`src/rtl/stfwd_pkg.sv`:
```
package stfwd_pkg;

  typedef enum logic [1:0] {
    SZ_BYTE = 2'd0,
    SZ_HALF = 2'd1,
    SZ_WORD = 2'd2,
    SZ_DBL  = 2'd3
  } st_size_e;

  // lane mask covered by a store of the given size at the given offset
  function automatic logic [7:0] lane_mask(input logic [1:0] sz, input logic [2:0] off);
    logic [7:0] base;
    case (st_size_e'(sz))
      SZ_BYTE: base = 8'h01;
      SZ_HALF: base = 8'h03;
      SZ_WORD: base = 8'h0f;
      default: base = 8'hff;
    endcase
    return base << off;
  endfunction

  // replicate low-aligned store data across the double word
  function automatic logic [63:0] spread(input logic [63:0] d, input logic [1:0] sz);
    case (st_size_e'(sz))
      SZ_BYTE: return {8{d[7:0]}};
      SZ_HALF: return {4{d[15:0]}};
      SZ_WORD: return {2{d[31:0]}};
      default: return d;
    endcase
  endfunction

  function automatic logic [63:0] lanes_to_bits(input logic [7:0] m);
    logic [63:0] r;
    for (int b = 0; b < 8; b++) r[b*8 +: 8] = {8{m[b]}};
    return r;
  endfunction

endpackage

```
`src/rtl/stfwd_entries.sv`:
```
module stfwd_entries
  import stfwd_pkg::*;
#(
  parameter int DEPTH = 8,
  parameter int VA_W  = 16,
  parameter int PA_W  = 20,
  localparam int IDX_W = $clog2(DEPTH),
  localparam int PTR_W = IDX_W + 1,
  localparam int VDW_W = VA_W - 3,
  localparam int PDW_W = PA_W - 3
) (
  input  logic                             clk,
  input  logic                             rst_n,
  input  logic                             flush_i,
  input  logic                             alloc_i,
  input  logic                             deq_i,
  input  logic                             aw_valid_i,
  input  logic [IDX_W-1:0]                 aw_idx_i,
  input  logic [VA_W-1:0]                  aw_vaddr_i,
  input  logic [PA_W-1:0]                  aw_paddr_i,
  input  logic [1:0]                       aw_size_i,
  input  logic                             dw_valid_i,
  input  logic [IDX_W-1:0]                 dw_idx_i,
  input  logic [63:0]                      dw_data_i,
  input  logic [1:0]                       dw_size_i,
  output logic [PTR_W-1:0]                 head_o,
  output logic [PTR_W-1:0]                 tail_o,
  output logic [DEPTH-1:0]                 valid_o,
  output logic [DEPTH-1:0]                 aok_o,
  output logic [DEPTH-1:0]                 dok_o,
  output logic [DEPTH-1:0][VDW_W-1:0]      vdw_o,
  output logic [DEPTH-1:0][PDW_W-1:0]      pdw_o,
  output logic [DEPTH-1:0][7:0]            mask_o,
  output logic [DEPTH-1:0][63:0]           data_o
);

  logic [PTR_W-1:0] head_q, head_d, tail_q, tail_d, occ;
  logic [DEPTH-1:0] valid_q, valid_d, aok_q, aok_d, dok_q, dok_d;
  logic             full, empty, do_alloc, do_deq;
  logic [IDX_W-1:0] head_idx, tail_idx;

  // address write pipeline register: mask lands one cycle after the request
  logic             aw_v_q, aw_v_d;
  logic [IDX_W-1:0] aw_idx_q;
  logic [VDW_W-1:0] aw_vdw_q;
  logic [PDW_W-1:0] aw_pdw_q;
  logic [7:0]       aw_mask_q;

  logic [DEPTH-1:0][VDW_W-1:0] vdw_q;
  logic [DEPTH-1:0][PDW_W-1:0] pdw_q;
  logic [DEPTH-1:0][7:0]       mask_q;
  logic [DEPTH-1:0][63:0]      data_q;

  always_comb begin
    head_idx = head_q[IDX_W-1:0];
    tail_idx = tail_q[IDX_W-1:0];
    occ      = tail_q - head_q;
    full     = (occ == PTR_W'(DEPTH));
    empty    = (occ == '0);
    do_alloc = alloc_i && !full && !flush_i;
    do_deq   = deq_i && !empty && !flush_i;
  end

  always_comb begin
    head_d  = head_q;
    tail_d  = tail_q;
    valid_d = valid_q;
    aok_d   = aok_q;
    dok_d   = dok_q;
    aw_v_d  = aw_valid_i;
    if (do_deq) begin
      valid_d[head_idx] = 1'b0;
      head_d            = head_q + PTR_W'(1);
    end
    if (aw_v_q)     aok_d[aw_idx_q] = 1'b1;
    if (dw_valid_i) dok_d[dw_idx_i] = 1'b1;
    if (do_alloc) begin
      valid_d[tail_idx] = 1'b1;
      aok_d[tail_idx]   = 1'b0;
      dok_d[tail_idx]   = 1'b0;
      tail_d            = tail_q + PTR_W'(1);
    end
    if (flush_i) begin
      valid_d = '0;
      head_d  = '0;
      tail_d  = '0;
      aw_v_d  = 1'b0;
    end
  end

  always_ff @(posedge clk or negedge rst_n) begin
    if (!rst_n) begin
      head_q  <= '0;
      tail_q  <= '0;
      valid_q <= '0;
      aok_q   <= '0;
      dok_q   <= '0;
      aw_v_q  <= 1'b0;
    end else begin
      head_q  <= head_d;
      tail_q  <= tail_d;
      valid_q <= valid_d;
      aok_q   <= aok_d;
      dok_q   <= dok_d;
      aw_v_q  <= aw_v_d;
    end
  end

  always_ff @(posedge clk) begin
    if (aw_valid_i) begin
      aw_idx_q  <= aw_idx_i;
      aw_vdw_q  <= aw_vaddr_i[VA_W-1:3];
      aw_pdw_q  <= aw_paddr_i[PA_W-1:3];
      aw_mask_q <= lane_mask(aw_size_i, aw_paddr_i[2:0]);
    end
  end

  for (genvar i = 0; i < DEPTH; i++) begin : g_ent
    always_ff @(posedge clk) begin
      if (aw_v_q && aw_idx_q == IDX_W'(i)) begin
        vdw_q[i]  <= aw_vdw_q;
        pdw_q[i]  <= aw_pdw_q;
        mask_q[i] <= aw_mask_q;
      end
      if (dw_valid_i && dw_idx_i == IDX_W'(i)) begin
        data_q[i] <= spread(dw_data_i, dw_size_i);
      end
    end
  end

  assign head_o  = head_q;
  assign tail_o  = tail_q;
  assign valid_o = valid_q;
  assign aok_o   = aok_q;
  assign dok_o   = dok_q;
  assign vdw_o   = vdw_q;
  assign pdw_o   = pdw_q;
  assign mask_o  = mask_q;
  assign data_o  = data_q;

  assert_alloc_advance_R2: assert property (@(posedge clk) disable iff (!rst_n)
    (alloc_i && !flush_i && (tail_q - head_q) != PTR_W'(DEPTH)) |=> tail_q == PTR_W'($past(tail_q) + PTR_W'(1)));

  assert_occupancy_bound_R2: assert property (@(posedge clk) disable iff (!rst_n)
    (PTR_W'(tail_q - head_q)) <= PTR_W'(DEPTH));

  assert_flush_clears_R3: assert property (@(posedge clk) disable iff (!rst_n)
    flush_i |=> (head_q == '0) && (tail_q == '0) && (valid_q == '0));

endmodule

```
`src/rtl/stfwd_search.sv`:
```
module stfwd_search #(
  parameter int DEPTH = 8,
  parameter int VA_W  = 16,
  parameter int PA_W  = 20,
  localparam int IDX_W = $clog2(DEPTH),
  localparam int VDW_W = VA_W - 3,
  localparam int PDW_W = PA_W - 3
) (
  input  logic [IDX_W-1:0]            head_idx_i,
  input  logic [DEPTH-1:0]            valid_i,
  input  logic [DEPTH-1:0]            aok_i,
  input  logic [DEPTH-1:0]            dok_i,
  input  logic [DEPTH-1:0][VDW_W-1:0] vdw_i,
  input  logic [DEPTH-1:0][PDW_W-1:0] pdw_i,
  input  logic [DEPTH-1:0][7:0]       mask_i,
  input  logic [DEPTH-1:0][63:0]      data_i,
  input  logic [VA_W-1:0]             ld_vaddr_i,
  input  logic [PA_W-1:0]             ld_paddr_i,
  input  logic [7:0]                  ld_mask_i,
  input  logic [DEPTH-1:0]            ld_older_i,
  output logic [7:0]                  hit_o,
  output logic [63:0]                 data_o,
  output logic                        dwait_o,
  output logic [IDX_W-1:0]            dwait_idx_o,
  output logic                        await_o,
  output logic [IDX_W-1:0]            await_idx_o,
  output logic                        mismatch_o
);

  logic [DEPTH-1:0] vmatch, pmatch, pending_addr;

  for (genvar i = 0; i < DEPTH; i++) begin : g_cmp
    logic live, overlap;
    assign live            = valid_i[i] && ld_older_i[i];
    assign overlap         = |(mask_i[i] & ld_mask_i);
    assign vmatch[i]       = live && aok_i[i] && overlap && (vdw_i[i] == ld_vaddr_i[VA_W-1:3]);
    assign pmatch[i]       = live && aok_i[i] && overlap && (pdw_i[i] == ld_paddr_i[PA_W-1:3]);
    assign pending_addr[i] = live && !aok_i[i];
  end

  // walk from oldest to youngest; a later (younger) entry overrides
  logic [IDX_W-1:0] e;
  always_comb begin
    hit_o       = '0;
    data_o      = '0;
    dwait_o     = 1'b0;
    dwait_idx_o = '0;
    await_o     = 1'b0;
    await_idx_o = '0;
    e           = '0;
    for (int k = 0; k < DEPTH; k++) begin
      e = head_idx_i + IDX_W'(k);
      if (vmatch[e] && !dok_i[e]) begin
        dwait_o     = 1'b1;
        dwait_idx_o = e;
      end
      if (pending_addr[e]) begin
        await_o     = 1'b1;
        await_idx_o = e;
      end
      for (int b = 0; b < 8; b++) begin
        if (vmatch[e] && mask_i[e][b] && ld_mask_i[b]) begin
          hit_o[b]        = dok_i[e];
          data_o[b*8 +: 8] = dok_i[e] ? data_i[e][b*8 +: 8] : 8'h00;
        end
      end
    end
  end

  assign mismatch_o = |(vmatch ^ pmatch);

endmodule

```
`src/rtl/stfwd_resp.sv`:
```
module stfwd_resp
  import stfwd_pkg::*;
#(
  parameter int IDX_W = 3
) (
  input  logic             clk,
  input  logic             rst_n,
  input  logic             ld_valid_i,
  input  logic [7:0]       ld_mask_i,
  input  logic [7:0]       hit_i,
  input  logic [63:0]      data_i,
  input  logic             dwait_i,
  input  logic [IDX_W-1:0] dwait_idx_i,
  input  logic             await_i,
  input  logic [IDX_W-1:0] await_idx_i,
  input  logic             mis_i,
  output logic             s1_valid_o,
  output logic [7:0]       s1_hit_o,
  output logic             s1_dwait_o,
  output logic             s2_valid_o,
  output logic [7:0]       s2_hit_o,
  output logic [63:0]      s2_data_o,
  output logic             s2_dwait_o,
  output logic [IDX_W-1:0] s2_dwait_idx_o,
  output logic             s2_await_o,
  output logic [IDX_W-1:0] s2_await_idx_o,
  output logic             s2_mis_o
);

  logic             s1_v_q, s2_v_q;
  logic [7:0]       s1_hit_q, s2_hit_q;
  logic [63:0]      s1_data_q, s2_data_q;
  logic             s1_dw_q, s2_dw_q, s1_aw_q, s2_aw_q, s1_mis_q, s2_mis_q;
  logic [IDX_W-1:0] s1_dwi_q, s2_dwi_q, s1_awi_q, s2_awi_q;

  always_ff @(posedge clk or negedge rst_n) begin
    if (!rst_n) begin
      s1_v_q <= 1'b0;
      s2_v_q <= 1'b0;
    end else begin
      s1_v_q <= ld_valid_i;
      s2_v_q <= s1_v_q;
    end
  end

  always_ff @(posedge clk) begin
    if (ld_valid_i) begin
      s1_hit_q  <= hit_i;
      s1_data_q <= data_i;
      s1_dw_q   <= dwait_i;
      s1_dwi_q  <= dwait_idx_i;
      s1_aw_q   <= await_i;
      s1_awi_q  <= await_idx_i;
      s1_mis_q  <= mis_i;
    end
    if (s1_v_q) begin
      s2_hit_q  <= s1_hit_q;
      s2_data_q <= s1_data_q;
      s2_dw_q   <= s1_dw_q;
      s2_dwi_q  <= s1_dwi_q;
      s2_aw_q   <= s1_aw_q;
      s2_awi_q  <= s1_awi_q;
      s2_mis_q  <= s1_mis_q;
    end
  end

  assign s1_valid_o     = s1_v_q;
  assign s1_hit_o       = s1_hit_q;
  assign s1_dwait_o     = s1_dw_q;
  assign s2_valid_o     = s2_v_q;
  assign s2_hit_o       = s2_hit_q;
  assign s2_data_o      = s2_data_q;
  assign s2_dwait_o     = s2_dw_q;
  assign s2_dwait_idx_o = s2_dwi_q;
  assign s2_await_o     = s2_aw_q;
  assign s2_await_idx_o = s2_awi_q;
  assign s2_mis_o       = s2_mis_q;

  assert_s1_lanes_requested_R6: assert property (@(posedge clk) disable iff (!rst_n)
    s1_v_q |-> ((s1_hit_q & ~$past(ld_mask_i)) == 8'h00));

  assert_s2_unhit_zero_R7: assert property (@(posedge clk) disable iff (!rst_n)
    s2_v_q |-> ((s2_data_q & ~lanes_to_bits(s2_hit_q)) == 64'h0));

  assert_dwait_both_stages_R9: assert property (@(posedge clk) disable iff (!rst_n)
    (s2_v_q && s2_dw_q) |-> $past(s1_dw_q));

endmodule

```
`src/rtl/stfwd_queue.sv`:
```
module stfwd_queue
  import stfwd_pkg::*;
#(
  parameter int DEPTH = 8,
  parameter int VA_W  = 16,
  parameter int PA_W  = 20,
  localparam int IDX_W = $clog2(DEPTH),
  localparam int PTR_W = IDX_W + 1,
  localparam int VDW_W = VA_W - 3,
  localparam int PDW_W = PA_W - 3
) (
  input  logic             clk,
  input  logic             rst_n,
  input  logic             flush_i,
  input  logic             alloc_i,
  input  logic             deq_i,
  output logic [PTR_W-1:0] head_ptr_o,
  output logic [PTR_W-1:0] tail_ptr_o,
  input  logic             aw_valid_i,
  input  logic [IDX_W-1:0] aw_idx_i,
  input  logic [VA_W-1:0]  aw_vaddr_i,
  input  logic [PA_W-1:0]  aw_paddr_i,
  input  logic [1:0]       aw_size_i,
  input  logic             dw_valid_i,
  input  logic [IDX_W-1:0] dw_idx_i,
  input  logic [63:0]      dw_data_i,
  input  logic [1:0]       dw_size_i,
  input  logic             ld_valid_i,
  input  logic [VA_W-1:0]  ld_vaddr_i,
  input  logic [PA_W-1:0]  ld_paddr_i,
  input  logic [7:0]       ld_mask_i,
  input  logic [DEPTH-1:0] ld_older_i,
  output logic             s1_valid_o,
  output logic [7:0]       s1_hit_o,
  output logic             s1_data_wait_o,
  output logic             s2_valid_o,
  output logic [7:0]       s2_hit_o,
  output logic [63:0]      s2_data_o,
  output logic             s2_data_wait_o,
  output logic [IDX_W-1:0] s2_data_wait_idx_o,
  output logic             s2_addr_wait_o,
  output logic [IDX_W-1:0] s2_addr_wait_idx_o,
  output logic             s2_mismatch_o
);

  logic [PTR_W-1:0]            head, tail;
  logic [DEPTH-1:0]            e_valid, e_aok, e_dok;
  logic [DEPTH-1:0][VDW_W-1:0] e_vdw;
  logic [DEPTH-1:0][PDW_W-1:0] e_pdw;
  logic [DEPTH-1:0][7:0]       e_mask;
  logic [DEPTH-1:0][63:0]      e_data;

  logic [7:0]       sr_hit;
  logic [63:0]      sr_data;
  logic             sr_dw, sr_aw, sr_mis;
  logic [IDX_W-1:0] sr_dwi, sr_awi;

  stfwd_entries #(.DEPTH(DEPTH), .VA_W(VA_W), .PA_W(PA_W)) entries_i (
    .clk        (clk),
    .rst_n      (rst_n),
    .flush_i    (flush_i),
    .alloc_i    (alloc_i),
    .deq_i      (deq_i),
    .aw_valid_i (aw_valid_i),
    .aw_idx_i   (aw_idx_i),
    .aw_vaddr_i (aw_vaddr_i),
    .aw_paddr_i (aw_paddr_i),
    .aw_size_i  (aw_size_i),
    .dw_valid_i (dw_valid_i),
    .dw_idx_i   (dw_idx_i),
    .dw_data_i  (dw_data_i),
    .dw_size_i  (dw_size_i),
    .head_o     (head),
    .tail_o     (tail),
    .valid_o    (e_valid),
    .aok_o      (e_aok),
    .dok_o      (e_dok),
    .vdw_o      (e_vdw),
    .pdw_o      (e_pdw),
    .mask_o     (e_mask),
    .data_o     (e_data)
  );

  stfwd_search #(.DEPTH(DEPTH), .VA_W(VA_W), .PA_W(PA_W)) search_i (
    .head_idx_i  (head[IDX_W-1:0]),
    .valid_i     (e_valid),
    .aok_i       (e_aok),
    .dok_i       (e_dok),
    .vdw_i       (e_vdw),
    .pdw_i       (e_pdw),
    .mask_i      (e_mask),
    .data_i      (e_data),
    .ld_vaddr_i  (ld_vaddr_i),
    .ld_paddr_i  (ld_paddr_i),
    .ld_mask_i   (ld_mask_i),
    .ld_older_i  (ld_older_i),
    .hit_o       (sr_hit),
    .data_o      (sr_data),
    .dwait_o     (sr_dw),
    .dwait_idx_o (sr_dwi),
    .await_o     (sr_aw),
    .await_idx_o (sr_awi),
    .mismatch_o  (sr_mis)
  );

  stfwd_resp #(.IDX_W(IDX_W)) resp_i (
    .clk            (clk),
    .rst_n          (rst_n),
    .ld_valid_i     (ld_valid_i),
    .ld_mask_i      (ld_mask_i),
    .hit_i          (sr_hit),
    .data_i         (sr_data),
    .dwait_i        (sr_dw),
    .dwait_idx_i    (sr_dwi),
    .await_i        (sr_aw),
    .await_idx_i    (sr_awi),
    .mis_i          (sr_mis),
    .s1_valid_o     (s1_valid_o),
    .s1_hit_o       (s1_hit_o),
    .s1_dwait_o     (s1_data_wait_o),
    .s2_valid_o     (s2_valid_o),
    .s2_hit_o       (s2_hit_o),
    .s2_data_o      (s2_data_o),
    .s2_dwait_o     (s2_data_wait_o),
    .s2_dwait_idx_o (s2_data_wait_idx_o),
    .s2_await_o     (s2_addr_wait_o),
    .s2_await_idx_o (s2_addr_wait_idx_o),
    .s2_mis_o       (s2_mismatch_o)
  );

  assign head_ptr_o = head;
  assign tail_ptr_o = tail;

endmodule

```
`config.mk`:
```
export PLATFORM = sky130hd
export DESIGN_NAME = stfwd_queue
export DESIGN_NICKNAME = d
export VERILOG_FILES = /design/src/rtl/stfwd_pkg.sv /design/src/rtl/stfwd_entries.sv /design/src/rtl/stfwd_search.sv /design/src/rtl/stfwd_resp.sv /design/src/rtl/stfwd_queue.sv
export SDC_FILE = /design/constraint.sdc
export NUM_CORES = 2
export LEC_CHECK = 0
export BUFFER_PORTS_ARGS = -buffer_cell sky130_fd_sc_hd__buf_2
export CAP_MARGIN = 20
export CORE_ASPECT_RATIO = 0.5
export CORE_UTILIZATION = 57
export CTS_BUF_LIST = sky130_fd_sc_hd__clkbuf_4 sky130_fd_sc_hd__clkbuf_8 sky130_fd_sc_hd__clkbuf_16
export DETAILED_ROUTE_END_ITERATION = 7
export PLACE_DENSITY = 0.86
export SLEW_MARGIN = 20
export SYNTH_ARGS = -nofsm -noshare
export SYNTH_HDL_FRONTEND = slang
export SYNTH_SLANG_ARGS = --single-unit
```
`constraint.sdc`:
```
create_clock -name clk -period 5.1 [get_ports clk]
set_input_delay 1.02 -clock clk [delete_from_list [all_inputs] [get_ports clk]]
set_output_delay 1.02 -clock clk [all_outputs]
set_load 0.05 [all_outputs]
```
==> results.txt <==
Outcome - complete, but fails checks
Failing checks - DRC
CTS tree - yes
Avg Inst Size Synth - 13.6 um^2
Yosys top cell area share - 47.4%
Cell count after placement - 6,341
Leakage dissipation - 23.9 nW
Final Core Density - 64.5%
Fraction of registers with async set/reset - 3.32%
Simple-Gate Fraction of Synth Area - 7.70%
Clk Latency, worst-skew pair - 0.74 ns
Final #Nets - 5,121
Netlist cell types - 73
Worst slew margin relative to its limit - 12.6%
Most frequent cell after synthesis - edfxtp_1
Buffers added on ports - 260
Drt initial violations - 9,541
Synth Net Count - 4,921
Max-cap viol count - 0
First-pass GRT wire length - 310,000 um
Synth-to-Final Area Change - 11.1%
Final min period - 4.73 ns
Synth area leaders - edfxtp_1 (47%), mux4_2 (21%), mux2i_1 (6.3%)
Main flop type after synthesis - edfxtp_1
Vias in the first global route - 50,000
Antenna violations before repair - 15
Post-Synth Adder-Cell Area - 0.194%
Boundary Pins - 270
Worst Setup Start Kind - flip-flop
Number of gates resized after cts - 0
Mapped Cells - 4,741
Synth area leader - edfxtp_1
Worst slew pin tran - 1.31 ns
DRT Pass-1 Iters - 8
Post-Route WL - 212,000 um
Final Hold Fails - 0
Largest family of logic cells by synthesized area - multiplexers
Post-CTS setup buffers - 0
Sequential area share after synthesis - 48.8%
Post-synth EDFFs - 1,019
Final setup violation count - 0
Cts hold-fix bufs - 0
Reg2reg start - entries_i.head_o[0]$_DFFE_PN0P_
Multiplexer area fraction after synthesis - 28.5%
Row count - 86
Global route overflow - 0
Effective utilization at floorplan - 58.0%
Via density - 7.73
CP startpoint - entries_i.head_o[0]$_DFFE_PN0P_
Worst path required time - 5.71 ns
Post-route insts no fill - 6,523
Unrepaired setup endpoints after global routing - false
Detailed Place HPWL - 134,000 um
Max clock buf depth - 3
Worst-path clk slew - 0.07 ns
Wire per inst - 32.5 um
Crit path arrival time - 5.34 ns
Routability cong. - 1.00
Share of layout cells above drive strength 1 - 27.2%
Crit Path Class - flip-flop to flip-flop
Synth Register Bits - 1,054
Synth warn - 0
Die outline area - 115,000 um^2
Crit share post-route - 92.8%
Largest net degree at the start of global routing - 171
Root Driver - clkbuf_16
Max FO, Critical Path - 96
H-tree Lvls - 3
Final Max Tran Viols - 0
Synth Area in Compound Gates - 8.52%
Total CTS buffers - 93
Core area - 111,000 um^2
Max Freq - 211 MHz
Hold Path Class - input port to async pin
Vias - 50,500
Clk sink count - 1,054
Die width - 478 um
Die Y - 240 um
Worst setup EP type - flip-flop
Clock skew - 0.0330 ns
Most frequent cells after synthesis - edfxtp_1 (1,019), mux4_2 (600), nand2_1 (546)
Post-route ant nets - 0
Worst IR Drop VDD - 0.000577 V
Pwr/cell area - 442 nW/um^2
XOR/XNOR share of the synthesized area - 3.54%
Detailed-route DRC error count - 133
Mapped Area - 64,500 um^2
Total GRT Usage - 36.6%
per-layer routing:
| layer | vias up | track usage (%) | share of wire, % |
|---|---|---|---|
| met3 | 1546 | 15.4 | 18 |
| li1 | 19500 | - | - |
| met4 | 24 | 25.4 | 8.4 |
| met2 | 5320 | 53.7 | 43 |
| met1 | 24000 | 44.0 | 31 |
| met5 | - | 1.47 | 0.17 |
worst max-delay path: stages, from the launching register on:
cell	delay, ns
dfrtp_4	0.43
buf_12	0.45
ha_1	0.60
xnor2_2	0.17
buf_4	0.42
nand2_1	0.11
a311oi_1	0.47
a2111oi_4	0.10
buf_4	0.25
a21o_1	0.27
or2_2	0.40
o221ai_1	0.22
o211ai_1	0.14
a21oi_1	0.37
buf_4	0.18
flip-flops by register name (all words and copies together), names as in the netlist, 13 cells and up:
| name | flops |
|---|---|
| resp_i.s2_data_o | 64 |
| entries_i.mask_o | 64 |
| resp_i.s1_data_q | 64 |
| entries_i.pdw_o | 136 |
| entries_i.vdw_o | 104 |
| entries_i.aw_pdw_q | 17 |
| entries_i.aw_vdw_q | 13 |
| entries_i.data_o | 512 |
cell type report:
| type | instances | area (um^2) |
|---|---|---|
| Sequential cell | 1054 | 31500 |
| Antenna cell | 9 | 22.5 |
| Inverter | 32 | 123 |
| Clock inverter | 64 | 703 |
| Fill cell | 7413 | 39500 |
| Clock buffer | 108 | 2480 |
| Tap cell | 1496 | 1870 |
| Multi-Input combinational cell | 3274 | 31500 |
| Timing Repair Buffer | 486 | 3450 |
stage by stage:
step,power (mW),hold slack (ns),area (um^2),TNS (ns),setup WS [ns]
floorplan,20.1,0.400,64500,0,0.0187
global placement,23.0,0.400,68400,0,0.0944
detailed placement,23.5,0.405,68400,-0.136,-0.0851
CTS,31.1,0.387,71600,0,0.452
global route,32.4,0.424,71600,0,0.168
finish,31.7,0.381,71600,0,0.368
cell families after synthesis:
group,count (synthesis)
AOI/OAI and AO/OA,836
DFF,1054
and+or+nand+nor,1089
adders and majority gates,10
xor gates and xnor gates,261
muxes,1078
buffers and inverters,413
power breakdown:
| group | leakage, nW | total [mW] | internal, mW | switching [mW] |
|---|---|---|---|---|
| sequential | 9.89 | 10.6 | 10.2 | 0.441 |
| combinational | 12.5 | 13.5 | 5.51 | 7.97 |
| clock | 1.56 | 7.58 | 4.17 | 3.41 |
worst paths after layout:
| kind | endpoint | slack, ns | cells past startpoint |
|---|---|---|---|
| hold reg to reg | resp_i.s2_mis_o$_DFFE_PP_ | 0.40 | 0 |
| max in group asynchronous | entries_i.head_o[2]$_DFFE_PN0P_ | 4.12 | 1 |
| setup / recovery | resp_i.s1_data_q[20]$_DFFE_PP_ | 0.37 | 14 |
| hold / removal | entries_i.tail_o[2]$_DFFE_PN0P_ | 0.38 | 1 |
| setup reg to reg | resp_i.s1_data_q[20]$_DFFE_PP_ | 0.37 | 14 |
| min in group clk | resp_i.s2_mis_o$_DFFE_PP_ | 0.40 | 0 |
cells in the final DEF (no fill, tap or decap), drive strengths merged, types with 28 or more instances in the layout:
cell type,instances
nor3,78
xor2,134
o21ai,290
clkinv,36
nand2,548
inv,38
xnor2,127
a21o,42
clkbuf,108
nand3,44
mux4,600
mux2,71
a41oi,35
o2111ai,34
nand4,64
and3,45
mux2i,407
buf,486
nor4,31
a22oi,33
o211ai,28
nor2,164
a21oi,135
edfxtp,1019
dfrtp,35
o221ai,61
No activity file was read; power rests on OpenSTA's default activity.
